**src/rtl/gshape_pkg.sv**
```systemverilog
package gshape_pkg;

   localparam int unsigned MAX_STAGES = 4;
   localparam int unsigned MIN_LEN    = 2;
   localparam int unsigned MAX_LEN    = 16;

   typedef int unsigned len_arr_t [MAX_STAGES];

   // extra bits needed so the cascade gain fits in the word
   function automatic int unsigned growth_bits(len_arr_t lens, int unsigned n);
      int unsigned acc;
      acc = 0;
      for (int i = 0; i < int'(n); i++) acc += $clog2(lens[i]);
      return acc;
   endfunction

   // product of the stage lengths
   function automatic longint dc_gain(len_arr_t lens, int unsigned n);
      longint g;
      g = 1;
      for (int i = 0; i < int'(n); i++) g *= longint'(lens[i]);
      return g;
   endfunction

endpackage

```
**src/rtl/boxcar_integ.sv**
```systemverilog
module boxcar_integ #(
   parameter int unsigned W = 16
) (
   input  logic         clk,
   input  logic         rst,
   input  logic         en,
   input  logic [W-1:0] x,
   output logic [W-1:0] sum_nxt
);
   logic [W-1:0] acc_q;

   // modulo-2^W running sum; wrap is harmless since the comb cancels it
   assign sum_nxt = acc_q + x;

   always_ff @(posedge clk) begin
      if (rst)     acc_q <= '0;
      else if (en) acc_q <= sum_nxt;
   end
endmodule

```
**src/rtl/boxcar_comb.sv**
```systemverilog
module boxcar_comb #(
   parameter int unsigned W = 16,
   parameter int unsigned L = 3
) (
   input  logic         clk,
   input  logic         rst,
   input  logic         en,
   input  logic [W-1:0] integ,
   output logic [W-1:0] y,
   output logic         y_vld
);
   logic [W-1:0] dly_q [L];

   always_ff @(posedge clk) begin
      if (rst) begin
         for (int i = 0; i < int'(L); i++) dly_q[i] <= '0;
         y     <= '0;
         y_vld <= 1'b0;
      end else begin
         y_vld <= en;
         if (en) begin
            y        <= integ - dly_q[L-1];
            dly_q[0] <= integ;
            for (int i = 1; i < int'(L); i++) dly_q[i] <= dly_q[i-1];
         end
      end
   end
endmodule

```
**src/rtl/boxcar_stage.sv**
```systemverilog
module boxcar_stage #(
   parameter int unsigned W = 16,
   parameter int unsigned L = 3
) (
   input  logic         clk,
   input  logic         rst,
   input  logic         i_vld,
   input  logic [W-1:0] i_dat,
   output logic         o_vld,
   output logic [W-1:0] o_dat
);
   logic [W-1:0] integ_w;

   boxcar_integ #(.W(W)) u_integ (
      .clk     (clk),
      .rst     (rst),
      .en      (i_vld),
      .x       (i_dat),
      .sum_nxt (integ_w)
   );

   boxcar_comb #(.W(W), .L(L)) u_comb (
      .clk   (clk),
      .rst   (rst),
      .en    (i_vld),
      .integ (integ_w),
      .y     (o_dat),
      .y_vld (o_vld)
   );
endmodule

```
**src/rtl/out_trunc.sv**
```systemverilog
module out_trunc #(
   parameter int unsigned IN_W  = 16,
   parameter int unsigned SHIFT = 0,
   localparam int unsigned O_W  = IN_W - SHIFT
) (
   input  logic [IN_W-1:0] d,
   output logic [O_W-1:0]  q
);
   generate
      if (SHIFT == 0) begin : g_pass
         assign q = d;
      end else begin : g_drop
         // dropping LSBs of a two's complement word is a floor division
         assign q = d[IN_W-1:SHIFT];
      end
   endgenerate
endmodule

```
**src/rtl/gauss_shaper.sv**
```systemverilog
module gauss_shaper
   import gshape_pkg::*;
#(
   parameter int unsigned IN_W      = 8,
   parameter int unsigned N_STAGES  = 4,
   parameter len_arr_t    LEN       = '{3, 5, 3, 5},
   parameter int unsigned TRUNC_LSB = 0,
   localparam int unsigned FULL_W   = IN_W + growth_bits(LEN, N_STAGES),
   localparam int unsigned OUT_W    = FULL_W - TRUNC_LSB
) (
   input  logic             clk,
   input  logic             rst,
   input  logic             in_vld,
   input  logic [IN_W-1:0]  in_smp,
   output logic             out_vld,
   output logic [OUT_W-1:0] out_smp
);

   // elaboration-time legality checks
   generate
      if (N_STAGES < 2 || N_STAGES > MAX_STAGES) begin : g_bad_n
         $error("gauss_shaper: N_STAGES out of range");
      end
      if (IN_W < 2) begin : g_bad_w
         $error("gauss_shaper: IN_W too small");
      end
      if (TRUNC_LSB >= FULL_W) begin : g_bad_t
         $error("gauss_shaper: TRUNC_LSB leaves no output bits");
      end
      for (genvar c = 0; c < int'(N_STAGES); c++) begin : g_len_chk
         if (LEN[c] < MIN_LEN || LEN[c] > MAX_LEN) begin : g_bad_l
            $error("gauss_shaper: stage length out of range");
         end
      end
   endgenerate

   logic [FULL_W-1:0] dat [N_STAGES+1];
   logic              vld [N_STAGES+1];

   assign dat[0] = FULL_W'($signed(in_smp));
   assign vld[0] = in_vld;

   generate
      for (genvar s = 0; s < int'(N_STAGES); s++) begin : g_stage
         boxcar_stage #(.W(FULL_W), .L(LEN[s])) u_stg (
            .clk   (clk),
            .rst   (rst),
            .i_vld (vld[s]),
            .i_dat (dat[s]),
            .o_vld (vld[s+1]),
            .o_dat (dat[s+1])
         );
      end
   endgenerate

   out_trunc #(.IN_W(FULL_W), .SHIFT(TRUNC_LSB)) u_trunc (
      .d (dat[N_STAGES]),
      .q (out_smp)
   );

   assign out_vld = vld[N_STAGES];

endmodule

```
**config.mk**
```make
export PLATFORM = sky130hd
export DESIGN_NAME = gauss_shaper
export DESIGN_NICKNAME = d
export VERILOG_FILES = /design/src/rtl/gshape_pkg.sv /design/src/rtl/boxcar_integ.sv /design/src/rtl/boxcar_comb.sv /design/src/rtl/boxcar_stage.sv /design/src/rtl/out_trunc.sv /design/src/rtl/gauss_shaper.sv
export SDC_FILE = /design/constraint.sdc
export NUM_CORES = 1
export LEC_CHECK = 0
export ABC_AREA = 1
export CAP_MARGIN = 20
export CORE_ASPECT_RATIO = 1.1
export CORE_MARGIN = 2
export CORE_UTILIZATION = 43
export DETAILED_ROUTE_END_ITERATION = 7
export GPL_ROUTABILITY_DRIVEN = 0
export RECOVER_POWER = 100
export SETUP_SLACK_MARGIN = 0.5
export SYNTH_ARGS = -nofsm -noshare
export SYNTH_HDL_FRONTEND = slang
export SYNTH_HIERARCHICAL = 1
export SYNTH_SLANG_ARGS = --single-unit
```
**constraint.sdc**
```tcl
create_clock -name clk -period 7.9 [get_ports clk]
set_input_delay 1.58 -clock clk [delete_from_list [all_inputs] [get_ports clk]]
set_output_delay 1.58 -clock clk [all_outputs]
set_load 0.03 [all_outputs]
```
== Word level (Yosys, flattened, before mapping) ==
Memory sizes are Yosys's and may differ from the RTL's.
Cells that the tools add are included.
W data, S select, Z words.

* Output and inout port bits: 19
* Input port bits: 11
* Register bits after elaboration: 148
* Word-level logic and storage cells: 70
* Memories kept: 4
* Memory bits (writable): 288

{| class="wikitable"
|+ Memory list
! name !! words !! bits a word !! read ports !! clocked after Yosys merged registers in !! write ports !! RTL line !! RTL
|-
| g_stage[1].u_stg.u_comb.dly_q || 5 || 18 || 5 || 0 || 5 || boxcar_comb.sv:12 || <nowiki>logic [W-1:0] dly_q [L];</nowiki>
|-
| g_stage[3].u_stg.u_comb.dly_q || 5 || 18 || 5 || 0 || 5 || boxcar_comb.sv:12 ||
|-
| g_stage[0].u_stg.u_comb.dly_q || 3 || 18 || 3 || 0 || 3 || boxcar_comb.sv:12 ||
|-
| g_stage[2].u_stg.u_comb.dly_q || 3 || 18 || 3 || 0 || 3 || boxcar_comb.sv:12 ||
|}

* Bitwise logic cells: 16
* $add $sub $neg: 8
* Mux-type cells: 30

{| class="wikitable"
|+ Operators with widths
! kind !! count
|-
| $mux W18 || 16
|-
| $add A18 B18 Y18 || 4
|-
| $sub A18 B18 Y18 || 4
|-
| $or A1 B1 Y1 || 16
|-
| $mux W1 || 14
|}

== Longest topological paths before layout ==
* Depth in word-level cells: 4
* Depth in mapped cells: 22
* Mapped depth without buffers: 22

== Modules after synthesis ==
The synthesis kept the hierarchy.

{| class="wikitable"
|+ Modules (own cells, without submodules)
! module !! cells an instance !! times used !! area an instance (sq um)
|-
| boxcar_comb (g_stage[1].u_stg.u_comb ...) || 540 || 2 || 5014.8
|-
| boxcar_comb (g_stage[2].u_stg.u_comb) || 432 || 1 || 3668.5
|-
| boxcar_comb (g_stage[0].u_stg.u_comb) || 433 || 1 || 3666.0
|-
| boxcar_integ (g_stage[1].u_stg.u_integ ...) || 285 || 2 || 1672.9
|-
| boxcar_integ (g_stage[3].u_stg.u_integ) || 289 || 1 || 1716.6
|-
| boxcar_integ (g_stage[0].u_stg.u_integ) || 285 || 1 || 1705.4
|-
| out_trunc || 18 || 1 || 135.1
|}

== Worst setup path after synthesis ==
No wires, ideal clock.

* Path type: in2reg
* Start: in rst
* End: mem g_stage[1].u_stg/u_comb/dly_q[0][0] (netlist bit) (enable)
* Arrival time: 3.526 ns
* Path slack: 3.930 ns
* Setup time: 0.444 ns
* Stages on the path: 3
* Cells stage by stage: nor2_2 > buf_6 > inv_1

{| class="wikitable"
|+ RTL lines
! item !! RTL line !! RTL
|-
| start: declaration || gauss_shaper.sv:12 || <nowiki>input logic rst,</nowiki>
|-
| end: declaration || boxcar_comb.sv:12 ||
|}

==> results.sh <==
export IMPL_crit_chain="clkbuf_1 > nor2_1 > clkinv_2 > clkbuf_1"
export IMPL_p_seq_share_pct=40.5
export IMPL_path_class="in2reg"
export IMPL_peakVddDrop_v=0.000198
export IMPL_p_comb_share_pct=25.8
export IMPL_p_sw_share_pct=32.5
export IMPL_p_total_mw=6.64
export IMPL_cts_hold_buf=0
export IMPL_numCtsBuffers=48
export IMPL_grt_max_degree=99
export IMPL_setup_ws_ps=2150
export IMPL_hold_ws_ps=448
export IMPL_slowest_stage="clkbuf_1"
export IMPL_leakage_nw=13.1
export IMPL_fp_row_count=91
export IMPL_post_synth_top_area_cell="edfxtp_1"
export IMPL_area_delta_synth_final_pct=9.76
export IMPL_arrival_ps=5900
export IMPL_clockBufferDepth=3
export IMPL_rrSetupSlack_ps=3510
export IMPL_yosys_area_top_type_share_pct=35.6
export IMPL_cts_tree="built"
export IMPL_critPathRequiredTime_ps=8050
export IMPL_period_minus_slack_ps=5750
export IMPL_final_common_cell="nand2_1"
export IMPL_die_width_um=231
export IMPL_status="finished with violations"
export IMPL_route_antenna_remaining_nets=0
export IMPL_synth_xor_area_share_pct=1.57
export IMPL_finalCritPeriodShare_pct=72.8
export IMPL_fin_skew_ps=32.0
export IMPL_cts_setup_buffers=0
export IMPL_pre_cts_ws_ps=3050
export IMPL_grt_pass1_wl_um=82900
export IMPL_fillers=5486
export IMPL_rsz0062_at_grt="no"
export IMPL_core_mm2=0.0559
export IMPL_gr_total_overflow=0
export IMPL_yosys_top_cells_area="edfxtp_1 (36%), dfxtp_1 (12%), nand2_1 (11%), inv_1 (9.9%), nor2_1 (8.2%)"
export IMPL_clkTransAtPathRegs_ps=60
export IMPL_setup_viol=0
export IMPL_drive_gt1_share_pct=4.02
export IMPL_synthMuxAreaShare_pct=0
export IMPL_synth_cell_type_count=31
export IMPL_placed_cell_area_mm2=0.0251
export IMPL_p_int_mw=4.48
export IMPL_maxSlewHeadroom_pct=-95.5
export IMPL_violations="max-capacitance violations, max-slew violations"
export IMPL_detailedRoute_firstIterationViolations=873
export IMPL_hp_class="reg2reg"
export IMPL_root_buffer="clkbuf_16"
export IMPL_yosysWarningCount=6
export IMPL_fin_cells=3903
export IMPL_vias=18367
export IMPL_final_setup_tns_ps=0
export IMPL_power_density_mw_per_mm2=249
export IMPL_synth_cells=3107
export IMPL_die_y_um=253
export IMPL_start_kind="input port"
export IMPL_ys_ff_latch=436
export IMPL_ys_seq_area_share_pct=47.8
export IMPL_path_delay_family="buffers and inverters"
export IMPL_mostFrequentLayoutCells="nand2_1 (719), inv_1 (640), nor2_1 (536)"
export IMPL_p_sw_mw=2.16
export IMPL_syn_num_nets=3262
export IMPL_cts_sinks=436
export IMPL_dp_cells=3812
export IMPL_grt_pass1_vias=17391
export IMPL_crit_top_cell="clkbuf_1"
export IMPL_drv_cap=5
export IMPL_utilization_pct=47.6
export IMPL_syn_avg_cell_area_um2=7.81
export IMPL_critical_path_max_stage_delay_ps=1830
export IMPL_design_area_mm2=0.0266
export IMPL_htree_num_levels=2
export IMPL_viasPerCell=4.71
export IMPL_slew_violations=328
export IMPL_fmax_ghz=0.174
export IMPL_netlist_area_mm2=0.0243
export IMPL_pwr_share_clk_pct=33.7
export IMPL_finalWirelength_um=49900
export IMPL_crit_fanout=48
export IMPL_ctsResizeCount=0
export IMPL_start_util_pct=43.4
export IMPL_die_area_mm2=0.0584
export IMPL_synth_compound_area_share_pct=5.89
export IMPL_antenna_found_initial=0
export IMPL_synth_top_family_by_area="simple AND/OR/NAND/NOR gates"
export IMPL_worst_path_buf_inv=3
export IMPL_synthSimpleGateAreaFrac_pct=25.1
export IMPL_hold_violations=0
export IMPL_diodes=0
export IMPL_ios=30
export IMPL_drtPass1Iterations=5
export IMPL_clk_latency_ps=590
export IMPL_worst_pin_slew_ps=2930
export IMPL_synthAdderAreaFrac_pct=7.67
export IMPL_dpl_hpwl_um=35500
export IMPL_track_usage_pct=17.3
export IMPL_wl_per_cell_um=12.8
export IMPL_layout_nets=3275
export IMPL_io_buffers=29
export IMPL_endpoint_kind="flop"
export IMPL_drc=0
[layer usage]
metal  vias up  share of wire, %  global-route usage (%)
met3        92               3.6                    2.80
met4         0               2.9                    5.94
met5         -                 0                       0
met1      8345                45                    21.2
li1       9659                 -                       -
met2       271                48                    30.8
[power by group through the flow]
| stage | Sequential, mW | Combinational (mW) | Clock [mW] |
|---|---|---|---|
| final | 2.69 | 1.71 | 2.23 |
| after global routing | 2.71 | 1.97 | 2.39 |
| after CTS | 2.69 | 1.72 | 2.30 |
| after detailed placement | 2.74 | 1.71 | 0 |
| after global placement | 2.74 | 1.68 | 0 |
| after floorplan | 2.70 | 1.32 | 0 |
[registers in the layout, summed over array words and instances (netlist names)]
name                         cells
g_stage.u_stg/u_comb/dly_q     288
g_stage.u_stg/u_comb/y          72
g_stage.u_stg/u_integ/acc_q     72
g_stage.u_stg/u_comb/y_vld       4
[kinds of logic (layout without fill, tap and decap cells)]
kind of cell,Yosys count,after routing
AND/OR/NAND/NOR,1494,1494
AO/OA/AOI/OAI,271,271
adder cells (fa/ha/maj),144,144
XOR/XNOR,40,40
buffers and inverters,722,774
flip-flops,436,436
[final cells by class]
cell class,instances,area (um2),area share [%]
repair buffers,41,393,1.48
flip-flops and latches,436,11600,43.6
clock inverters,21,183,0.686
inverters,644,2420,9.09
well taps,744,931,3.50
multi-input cells,1949,9690,36.4
clock buffers,68,1410,5.28
[cells in the mapped netlist]
cell type and n:
nand2_1 714, inv_1 640, nor2_1 528, edfxtp_1 288, nand3_1 151, dfxtp_1 148, a21oi_1 139, ha_1 136
o21ai_0 98, clkbuf_1 32, buf_4 28, nand3b_1 24, xor2_1 24, nor3_1 20, nand2_2 19, nor2_2 15
and2_1 12, o21ai_1 12, xnor2_1 12, buf_2 10, nand3_2 10, buf_6 8, fa_1 8, a21oi_2 6
a211oi_1 4, a21o_1 4, a22o_1 4, inv_2 4, o21ai_2 4, xor2_2 4, nor2_4 1
[worst paths after layout]
check                                                                 from                                                  to  depth (start not counted)
worst max register to register    g_stage[2].u_stg/u_comb/y_vld$_SDFF_PP0_  g_stage[3].u_stg/u_comb/dly_q[0][60]$_SDFFCE_PN0P_                          4
worst min-delay path            g_stage[3].u_stg/u_comb/y[15]$_SDFFE_PP0P_          g_stage[3].u_stg/u_comb/y[15]$_SDFFE_PP0P_                          2
worst max-delay path                                                   rst  g_stage[3].u_stg/u_comb/dly_q[0][60]$_SDFFCE_PN0P_                          4
worst min register to register  g_stage[3].u_stg/u_comb/y[15]$_SDFFE_PP0P_          g_stage[3].u_stg/u_comb/y[15]$_SDFFE_PP0P_                          2
[tightest hold or removal path, delay by kind of cell (launching register included)]
| kind | cells | cell delay, ps |
|---|---|---|
| flops | 1 | 310 |
| simple gates | 2 | 100 |
Note: power is estimated with default switching activity, not from simulation.
